==> src/rtl/dpf_pkg.sv <==
package dpf_pkg;
  typedef enum logic [1:0] {
    ST_IDLE,
    ST_RUN,
    ST_FIN
  } dpf_state_e;
endpackage

==> src/rtl/dpf_hist_ring.sv <==
module dpf_hist_ring #(
  parameter int DEPTH = 64,
  parameter int DW    = 16,
  localparam int IW   = $clog2(DEPTH)
) (
  input  logic                 clk_i,
  input  logic                 rst_ni,
  input  logic                 wr_i,
  input  logic signed [DW-1:0] data_i,
  input  logic        [IW-1:0] rd_off_i,
  output logic signed [DW-1:0] rd_data_o
);
  logic signed [DW-1:0] mem [DEPTH];
  logic [IW-1:0] head_q;

  always_ff @(posedge clk_i or negedge rst_ni) begin
    if (!rst_ni) begin
      head_q <= '0;
      for (int i = 0; i < DEPTH; i++) mem[i] <= '0;
    end else if (wr_i) begin
      mem[head_q + IW'(1)] <= data_i;
      head_q <= head_q + IW'(1);
    end
  end

  // depth is a power of two: offset wraps naturally
  assign rd_data_o = mem[head_q - rd_off_i];

  p_head_step_r3: assert property (@(posedge clk_i) disable iff (!rst_ni)
    wr_i |=> head_q == $past(head_q) + IW'(1));
  p_head_hold_r8: assert property (@(posedge clk_i) disable iff (!rst_ni)
    !wr_i |=> head_q == $past(head_q));
endmodule

==> src/rtl/dpf_coef_bank.sv <==
module dpf_coef_bank #(
  parameter int TAPS = 64,
  parameter int CW   = 16,
  localparam int IW  = $clog2(TAPS)
) (
  input  logic                 clk_i,
  input  logic                 rst_ni,
  input  logic                 idle_i,
  input  logic                 we_i,
  input  logic                 sel_i,
  input  logic        [IW-1:0] tap_i,
  input  logic signed [CW-1:0] data_i,
  input  logic                 rd_sel_i,
  input  logic        [IW-1:0] rd_tap_i,
  output logic signed [CW-1:0] coef_o
);
  logic signed [CW-1:0] rd_q [2];

  for (genvar b = 0; b < 2; b++) begin : g_bank
    logic signed [CW-1:0] mem [TAPS];
    // no reset: trained values survive it
    always_ff @(posedge clk_i) begin
      if (we_i && sel_i == 1'(b)) mem[tap_i] <= data_i;
    end
    assign rd_q[b] = mem[rd_tap_i];
  end

  assign coef_o = rd_q[rd_sel_i];

  p_wr_idle_r5: assert property (@(posedge clk_i) disable iff (!rst_ni)
    we_i |-> idle_i);
endmodule

==> src/rtl/dpf_mac.sv <==
module dpf_mac #(
  parameter int DW = 16,
  parameter int CW = 16,
  parameter int AW = 40
) (
  input  logic                 clk_i,
  input  logic                 rst_ni,
  input  logic                 en_i,
  input  logic                 clr_i,
  input  logic signed [DW-1:0] a_i,
  input  logic signed [CW-1:0] b_i,
  output logic signed [AW-1:0] sum_o,
  output logic signed [AW-1:0] acc_o
);
  localparam int PW = DW + CW;
  logic signed [PW-1:0] prod;
  logic signed [AW-1:0] prod_ext;

  assign prod     = a_i * b_i;
  assign prod_ext = {{(AW-PW){prod[PW-1]}}, prod};
  assign sum_o    = (clr_i ? '0 : acc_o) + prod_ext;

  always_ff @(posedge clk_i or negedge rst_ni) begin
    if (!rst_ni)   acc_o <= '0;
    else if (en_i) acc_o <= sum_o;
  end
endmodule

==> src/rtl/dual_path_fir.sv <==
module dual_path_fir #(
  parameter int TAPS = 64,
  parameter int DW   = 16,
  parameter int CW   = 16,
  parameter int AW   = 40,
  parameter int FRAC = 15,
  localparam int IW  = $clog2(TAPS)
) (
  input  logic                 clk_i,
  input  logic                 rst_ni,
  input  logic                 start_i,
  input  logic signed [DW-1:0] x_i,
  input  logic                 cw_en_i,
  input  logic                 cw_sel_i,
  input  logic        [IW-1:0] cw_tap_i,
  input  logic signed [CW-1:0] cw_data_i,
  output logic                 valid_o,
  output logic signed [DW-1:0] d_o,
  output logic signed [DW-1:0] xf_o
);
  import dpf_pkg::*;

  localparam logic [IW:0] K_MID  = (IW+1)'(TAPS - 1);
  localparam logic [IW:0] K_LAST = (IW+1)'(2*TAPS - 1);
  localparam logic signed [AW:0] MAXV = (AW+1)'((1 <<< (DW-1)) - 1);
  localparam logic signed [AW:0] MINV = ~MAXV;
  localparam logic signed [AW:0] HALF = (AW+1)'(1) <<< (FRAC-1);

  dpf_state_e           state_q;
  logic [IW:0]          k_q;
  logic signed [AW-1:0] d_acc_q, sum, acc;
  logic signed [DW-1:0] h_data;
  logic signed [CW-1:0] c_data;
  logic                 idle, start_ok, run;

  assign idle     = (state_q == ST_IDLE);
  assign run      = (state_q == ST_RUN);
  assign start_ok = start_i && idle;

  function automatic logic signed [DW-1:0] rnd_sat(input logic signed [AW-1:0] a);
    logic signed [AW:0] t;
    t = {a[AW-1], a} + HALF;
    t = t >>> FRAC;
    if (t > MAXV)      return MAXV[DW-1:0];
    else if (t < MINV) return MINV[DW-1:0];
    else               return t[DW-1:0];
  endfunction

  dpf_hist_ring #(.DEPTH(TAPS), .DW(DW)) u_hist (
    .clk_i, .rst_ni,
    .wr_i     (start_ok),
    .data_i   (x_i),
    .rd_off_i (k_q[IW-1:0]),
    .rd_data_o(h_data)
  );

  dpf_coef_bank #(.TAPS(TAPS), .CW(CW)) u_coef (
    .clk_i, .rst_ni,
    .idle_i  (idle),
    .we_i    (cw_en_i && idle),
    .sel_i   (cw_sel_i),
    .tap_i   (cw_tap_i),
    .data_i  (cw_data_i),
    .rd_sel_i(k_q[IW]),
    .rd_tap_i(k_q[IW-1:0]),
    .coef_o  (c_data)
  );

  dpf_mac #(.DW(DW), .CW(CW), .AW(AW)) u_mac (
    .clk_i, .rst_ni,
    .en_i (run),
    .clr_i(k_q[IW-1:0] == '0),
    .a_i  (h_data),
    .b_i  (c_data),
    .sum_o(sum),
    .acc_o(acc)
  );

  always_ff @(posedge clk_i or negedge rst_ni) begin
    if (!rst_ni) begin
      state_q <= ST_IDLE;
      k_q     <= '0;
      d_acc_q <= '0;
      valid_o <= 1'b0;
      d_o     <= '0;
      xf_o    <= '0;
    end else begin
      valid_o <= 1'b0;
      unique case (state_q)
        ST_IDLE: if (start_i) begin
          state_q <= ST_RUN;
          k_q     <= '0;
        end
        ST_RUN: begin
          k_q <= k_q + 1'b1;
          if (k_q == K_MID)  d_acc_q <= sum;   // primary half done
          if (k_q == K_LAST) state_q <= ST_FIN;
        end
        ST_FIN: begin
          d_o     <= rnd_sat(d_acc_q);
          xf_o    <= rnd_sat(acc);
          valid_o <= 1'b1;
          state_q <= ST_IDLE;
        end
        default: state_q <= ST_IDLE;
      endcase
    end
  end

  // checker-side latency counter
  logic [IW+1:0] lat_q;
  always_ff @(posedge clk_i or negedge rst_ni) begin
    if (!rst_ni)          lat_q <= '0;
    else if (start_ok)    lat_q <= (IW+2)'(1);
    else if (valid_o)     lat_q <= '0;
    else if (lat_q != '0) lat_q <= lat_q + 1'b1;
  end

  p_latency_r6: assert property (@(posedge clk_i) disable iff (!rst_ni)
    valid_o |-> lat_q == (IW+2)'(2*TAPS + 2));
  p_valid_pulse_r6: assert property (@(posedge clk_i) disable iff (!rst_ni)
    valid_o |=> !valid_o);
  p_hold_r7: assert property (@(posedge clk_i) disable iff (!rst_ni)
    !valid_o |-> $stable(d_o) && $stable(xf_o));
endmodule

==> config.mk <==
export PLATFORM = sky130hd
export DESIGN_NAME = dual_path_fir
export DESIGN_NICKNAME = d
export VERILOG_FILES = /design/src/rtl/dpf_pkg.sv /design/src/rtl/dpf_hist_ring.sv /design/src/rtl/dpf_coef_bank.sv /design/src/rtl/dpf_mac.sv /design/src/rtl/dual_path_fir.sv
export SDC_FILE = /design/constraint.sdc
export NUM_CORES = 2
export LEC_CHECK = 0
export BUFFER_PORTS_ARGS = -buffer_cell sky130_fd_sc_hd__buf_2
export CORE_MARGIN = 3
export CORE_UTILIZATION = 37
export CTS_CLUSTER_SIZE = 30
export DETAILED_ROUTE_END_ITERATION = 8
export GPL_TIMING_DRIVEN = 0
export RECOVER_POWER = 100
export SLEW_MARGIN = 20
export SYNTH_ARGS = -nofsm -noshare
export SYNTH_HDL_FRONTEND = slang
export SYNTH_SLANG_ARGS = --single-unit
==> constraint.sdc <==
create_clock -name clk_i -period 24.1 [get_ports clk_i]
set_input_delay 7.23 -clock clk_i [delete_from_list [all_inputs] [get_ports clk_i]]
set_output_delay 7.23 -clock clk_i [all_outputs]
set_load 0.01 [all_outputs]
After elaboration in Yosys (flattened, before gate mapping)
Memories as Yosys holds them, arrays and structs flattened.
Cells that the tools add are included.
- eq/ne operators: 6
- order comparisons: 8
- reductions and logical operators: 11
- add/subtract/negate cells: 6
- multipliers: 1
- multiplexer cells: 24
- bitwise logic cells: 4
- operators by type and width (cell ; count):
    1024-bit bitwise mux ; 1
    16-bit two-way mux ; 10
    16-bit binary-select mux with 6-bit select ; 1
    16-bit demux with 6-bit select ; 1
    40-bit by 16-bit adder with 41-bit output, second input constant ; 2
    26-bit by 16-bit greater-than comparator with 1-bit output, second input constant ; 2
    26-bit by 16-bit less-than comparator with 1-bit output, second input constant ; 2
    40-bit adder ; 1
    40-bit two-way mux ; 1
    16-bit by 16-bit multiplier with 32-bit output ; 1
    7-bit >= comparator, second input constant ; 2
    6-bit NOT with 7-bit output ; 2
    7-bit case mux with 2 select lines ; 1
    7-bit by 1-bit adder with 7-bit output, second input constant ; 1
    7-bit by 6-bit == test with 1-bit output, second input constant ; 1
    7-bit == test, second input constant ; 1
    7-bit by 1-bit less-than comparator with 1-bit output, second input constant ; 1
    7-bit two-way mux ; 1
    6-bit by 1-bit adder with 6-bit output, second input constant ; 1
    6-bit zero test ; 1
    2-bit AND reduction ; 3
    6-bit subtractor ; 1
    1-bit logical AND ; 5
    1-bit two-way mux ; 5
    other kinds (11) ; 12
- memories kept: 2
- memory bits (writable): 2048
- bits in registers: 1152
- logic and storage cells: 134
- output and inout bits: 33
- memory list (name ; words ; bits a word ; rd ports ; clocked after Yosys merged registers in ; wr ports ; RTL line ; text):
    u_coef.g_bank[0].mem ; 64 ; 16 ; 1 ; 0 ; 1 ; dpf_coef_bank.sv:20 ; logic signed [CW-1:0] mem [TAPS];
    u_coef.g_bank[1].mem ; 64 ; 16 ; 1 ; 0 ; 1 ; dpf_coef_bank.sv:20 ;

Longest topological paths before layout
- depth after elaboration: 7
- gate-level depth with buffers: 55
- depth with buffers taken out: 51

Hierarchy
Synthesis repeated with hierarchy kept, for this count alone.
- cells, all modules: 7982
- area, all modules: 147272.5 um^2
- modules (own cells, without submodules) (module ; cells an instance ; area each (um^2) ; times used ; sequential area each (um^2)):
    dpf_coef_bank ; 3077 ; 78226.3 ; 1 ; 61499.0
    dpf_hist_ring ; 2965 ; 51284.2 ; 1 ; 25774.7
    dpf_mac ; 1514 ; 13718.2 ; 1 ; 1001.0
    dual_path_fir ; 426 ; 4043.9 ; 1 ; 1701.6

Worst setup path before layout
OpenSTA, ideal clock, no wires.
- path kind: register to register
- start: reg k_q[1]
- end: reg u_mac.acc_o[39]
- cell stages (with the launch flop): 50
- buffers on the path: 6
- path slack: 12267 ps
- arrival time: 11755 ps
- cell sequence: dfrtp_1 > clkbuf_1 > clkbuf_1 > clkbuf_1 > clkbuf_1 > inv_1 > ha_1 > a21o_1 > a21oi_1 > xnor2_1 > clkbuf_1 > buf_1 > mux2i_1 > a21oi_1 > inv_1 > nor2_1 > fa_1 > inv_1 > [... 14 more ...] > a21oi_1 > nor2b_1 > o21ai_0 > nand2b_1 > a21oi_1 > o21bai_1 > a21oi_1 > xnor2_1 > ha_1 > and2_1 > nand3_1 > o41ai_1 > nand2_1 > o21ai_1 > nand4b_4 > nor4b_1 > or4b_1 > a21oi_1
- cells in the longest elaborated chain, start to end: 7
- elaborated cells between the ends (all ways): 14
- those cells by class: add/sub (2); mul (1); mux (7); bitwise (1); reduce/logical (1); memory (2)
- ends and longest elaborated chain (what ; RTL line ; text):
    start, declared ; dual_path_fir.sv:30 ; logic [IW:0] k_q;
    start signal, assigned ; dual_path_fir.sv:95 ; k_q <= k_q + 1'b1;
    6-bit subtractor ; dpf_hist_ring.sv:27 ; assign rd_data_o = mem[head_q - rd_off_i];
    6-bit NOT with 7-bit output (implied by the code) ; dpf_hist_ring.sv:27 ;
    16-bit binary-select mux with 6-bit select ; dpf_hist_ring.sv:27 ;
    16-bit two-way mux (implied by the code) (2 in a row) ; dpf_hist_ring.sv:27 ;
    16-bit by 16-bit multiplier with 32-bit output ; dpf_mac.sv:19 ; assign prod = a_i * b_i;
    40-bit adder * ; dpf_mac.sv:21 ; assign sum_o = (clr_i ? '0 : acc_o) + prod_ext;
    end signal, assigned ; dpf_mac.sv:25 ; else if (en_i) acc_o <= sum_o;
    end, declared ; dpf_mac.sv:13 ; output logic signed [AW-1:0] acc_o
Mark *: on every way between the ends. The rest lies on a longest branch, timed or not. The select of a mux whose other input is x is not followed.
A chain may end at the register's enable or synchronous reset.

Worst setup path in the final report
Same ends and word-level chain as after synthesis.

==> results.md <==
* Violated checks: capacitance limit, slew limit
* Register area share after synthesis at 63.3%
* Clock sink count at 3,186
* Tightest Pin Transition at 6.86 ns
* Largest net degree at the start of global routing at 145
* Layout Area Growth over Synthesis at 14.4%
* Status: finished, violations left
* Chip height at 626 um
* Max stage delay on crit path at 1.26 ns
* Synth Cell Area at 142,000 um^2
* Gr ovfl total at 0
* Final Hold Viols at 0
* Fin crit period at 17.79 ns
* Relative slew slack at -357%
* Number of global-route vias before repair at 81,600
* WHS Path Cells at 2
* Post-synth ARST share at 35.7%
* Core footprint at 381,000 um^2
* Initial Util at 37.3%
* Reg-to-Reg Start: k_q[1]
* Post-DRT Antenna Nets at 0
* Fill cells at 33,200
* EDFF count, synth at 2,048
* Worst setup EP type: flop
* Reg-to-reg endpoint: u_mac.acc_o[39]
* Synthesized flop and latch total at 3,186
* Layout cell share with drive strength beyond 1 at 32.7%
* Pins over their slew limit at 4,093
* Ports at 76
* Unique masters post-synth at 75
* Post-CTS Setup Repair Bufs at 0
* Synthesized instance count at 7,948
* Worst Reg-to-Reg Cells at 47
* CTS H-tree lvls at 5
* Ys Warns at 0
* Worst Hold Endpoint: u_mac.acc_o[11]
* CTS tree: yes
* All-Layer GR Usage at 22.8%
* Finish-stage setup viols at 0
* GP Congestion at 0.905
* Vias post-DR at 80,100
* DR DRC count at 0
* Max Clock Freq at 56.2 MHz
* Full die area at 391,000 um^2
* Synth top area share at 43.3%
* Clock Skews at 0.0634 ns
* Worst skew pair latency at 0.93 ns
* Die width at 626 um
* Footprint of the multi-input gates at 49,000 um^2
* Vias per inst at 5.81
* Mean Syn Cell Area at 17.9 um^2
* Fin crit share at 73.8%
* Hold-fix buffer count after cts at 0
* Syn Nets at 8,388
* TritonCTS buffer count at 339
* DR iter-0 viols at 10,100
* # rows at 226
* Final instance count without filler cells at 13,800
* Max-cap viol count at 140
* Hold Startpoint: u_mac.acc_o[11]
* Reg area at 90,000 um^2
* Post-synth top cells: edfxtp_1 (2,048), dfrtp_1 (1,138), mux2_2 (1,040)
* CP max-delay cell: clkbuf_1
* Routed WL per cell at 32.7 um
* Clock slew at reported path FFs at 0.06 ns
* Count leader, synth: edfxtp_1
* Reg2reg setup slack at 6.31 ns
* DR pass1 iterations at 6
* Placed Cells incl. Taps at 13,200
* Kind of critical path: reg2reg
* Main flop type after synthesis: edfxtp_1
* Final nets at 8,929
* Critical Path Fanout Max at 10
* First-pass GRT wire length at 628,000 um
* Routed WL at 451,000 um
* Dpl hpwl at 315,000 um
* Clock Tree Root: clkbuf_16
* Initial antenna violation count at 39
* Synth area leaders: edfxtp_1 (43%), dfrtp_1 (20%), mux4_2 (16%), mux2_2 (8.2%), fa_1 (3.7%)
* RSZ-0062 raised after global routing: false
* Max clock buf depth at 4
* Input/output buffers at 56
* CP Launch Type: flop
* Critical path arrival at 18.63 ns
* Post-CTS Resized at 0
* HP Class: reg2reg
* Synth area leader: edfxtp_1
* Worst Path Required at 24.94 ns
-- worst max-delay path, delay by kind of cell (launching register included) --
family,cells,cell delay [ns]
buffers and inverters,11,5.69
adders and majority gates,9,4.17
xor gates and xnor gates,2,0.93
and+or+nand+nor,7,1.35
DFF,1,0.41
AOI/OAI and AO/OA,18,5.05
-- worst max path at each step --
stage | to | startpoint | cells after the start
after detailed placement | u_mac.acc_o[39] | k_q[1] | 47
after global placement | u_hist.mem[198] | rst_ni | 1
after CTS | u_mac.acc_o[39] | k_q[1] | 47
after floorplan | u_mac.acc_o[39] | k_q[1] | 49
after global routing | u_hist.mem[110] | rst_ni | 2
final | u_mac.acc_o[39] | k_q[1] | 47
-- metrics by stage --
| step | utilization (%) | worst slack [ns] | instance area, um^2 | setup TNS [ns] | hold WS [ns] |
|---|---|---|---|---|---|
| 2_1_floorplan | - | 12.27 | 142000 | 0 | 0.437 |
| 3_3_place_gp | 39.1 | -8.11 | 149000 | -8879.17 | 0.456 |
| 3_5_place_dp | 40.3 | 7.50 | 153000 | 0 | 0.462 |
| 4_1_cts | 43.2 | 7.44 | 164000 | 0 | 0.477 |
| 5_1_grt | 42.7 | 4.98 | 163000 | 0 | 0.501 |
| 6_report | 42.7 | 6.31 | 163000 | 0 | 0.471 |
-- final cells by class --
| cell class | count | share of cell area, % |
|---|---|---|
| clock buffer | 435 | 5.66 |
| sequential | 3186 | 55.4 |
| inverter | 347 | 0.801 |
| buffer | 502 | 1.31 |
| timing repair buffer | 200 | 1.78 |
| clock inverter | 182 | 1.09 |
| antenna | 21 | 0.0323 |
| multi-input combinational | 3913 | 30.1 |
| tap | 5016 | 3.86 |
-- registers in the layout, indices dropped and copies added, names as in the netlist --
name,flops
k_q,7
u_hist.head_q,6
u_coef.g_bank.mem,2048
u_mac.acc_o,40
d_acc_q,26
u_hist.mem,1024
state_q,2
xf_o,16
d_o,16
valid_o,1
-- cell families (layout without fill, tap and decap cells) --
family                   count (synthesis)  after routing  synth area share, %
buffers and inverters                  849           1666                 2.26
AO/OA/AOI/OAI                          379            379                 1.65
other                                    0             21                    0
multiplexers                          2059           2059                 24.1
XOR/XNOR                               113            113                0.715
adder cells (fa/ha/maj)                399            399                 4.91
flip-flops                            3186           3186                 63.3
AND/OR/NAND/NOR                        963            963                 2.98
-- metal layers --
layer  share of wire, %  wire length, um  global-route usage [%]  vias to the layer above
li1                   -                -                       -                    31700
met3                9.8            44000                    6.21                     1085
met5              0.086              389                   0.580                        -
met2                 47           213000                    36.5                     4253
met1                 37           167000                    28.6                    43100
met4                5.9            26500                    11.2                       16
-- cells in the final DEF, fill, tap and decap left out, types with 20 or more instances in the layout --
cell type / instances
a211oi_1: 20
nand2b_1: 33
mux4_2: 991
fa_1: 265
clkbuf_16: 342
o21ai_0: 123
diode_2: 21
a21oi_1: 97
inv_1: 346
buf_16: 74
and3_1: 20
edfxtp_1: 2048
xor2_1: 38
nand3_1: 50
and2_1: 51
buf_1: 22
nor2_1: 388
a21o_1: 27
dfrtp_1: 1138
o22a_1: 24
clkbuf_8: 29
mux2_2: 1032
clkbuf_1: 453
clkinv_1: 41
ha_1: 132
mux2i_1: 21
nor2b_1: 29
clkbuf_2: 94
bufinv_16: 22
clkinv_2: 72
buf_2: 95
xnor2_1: 71
nand2_1: 318
Power is left out: the tool's default activity adds up to more than one toggle a clock period on the data nets, which glitch-free logic cannot reach.
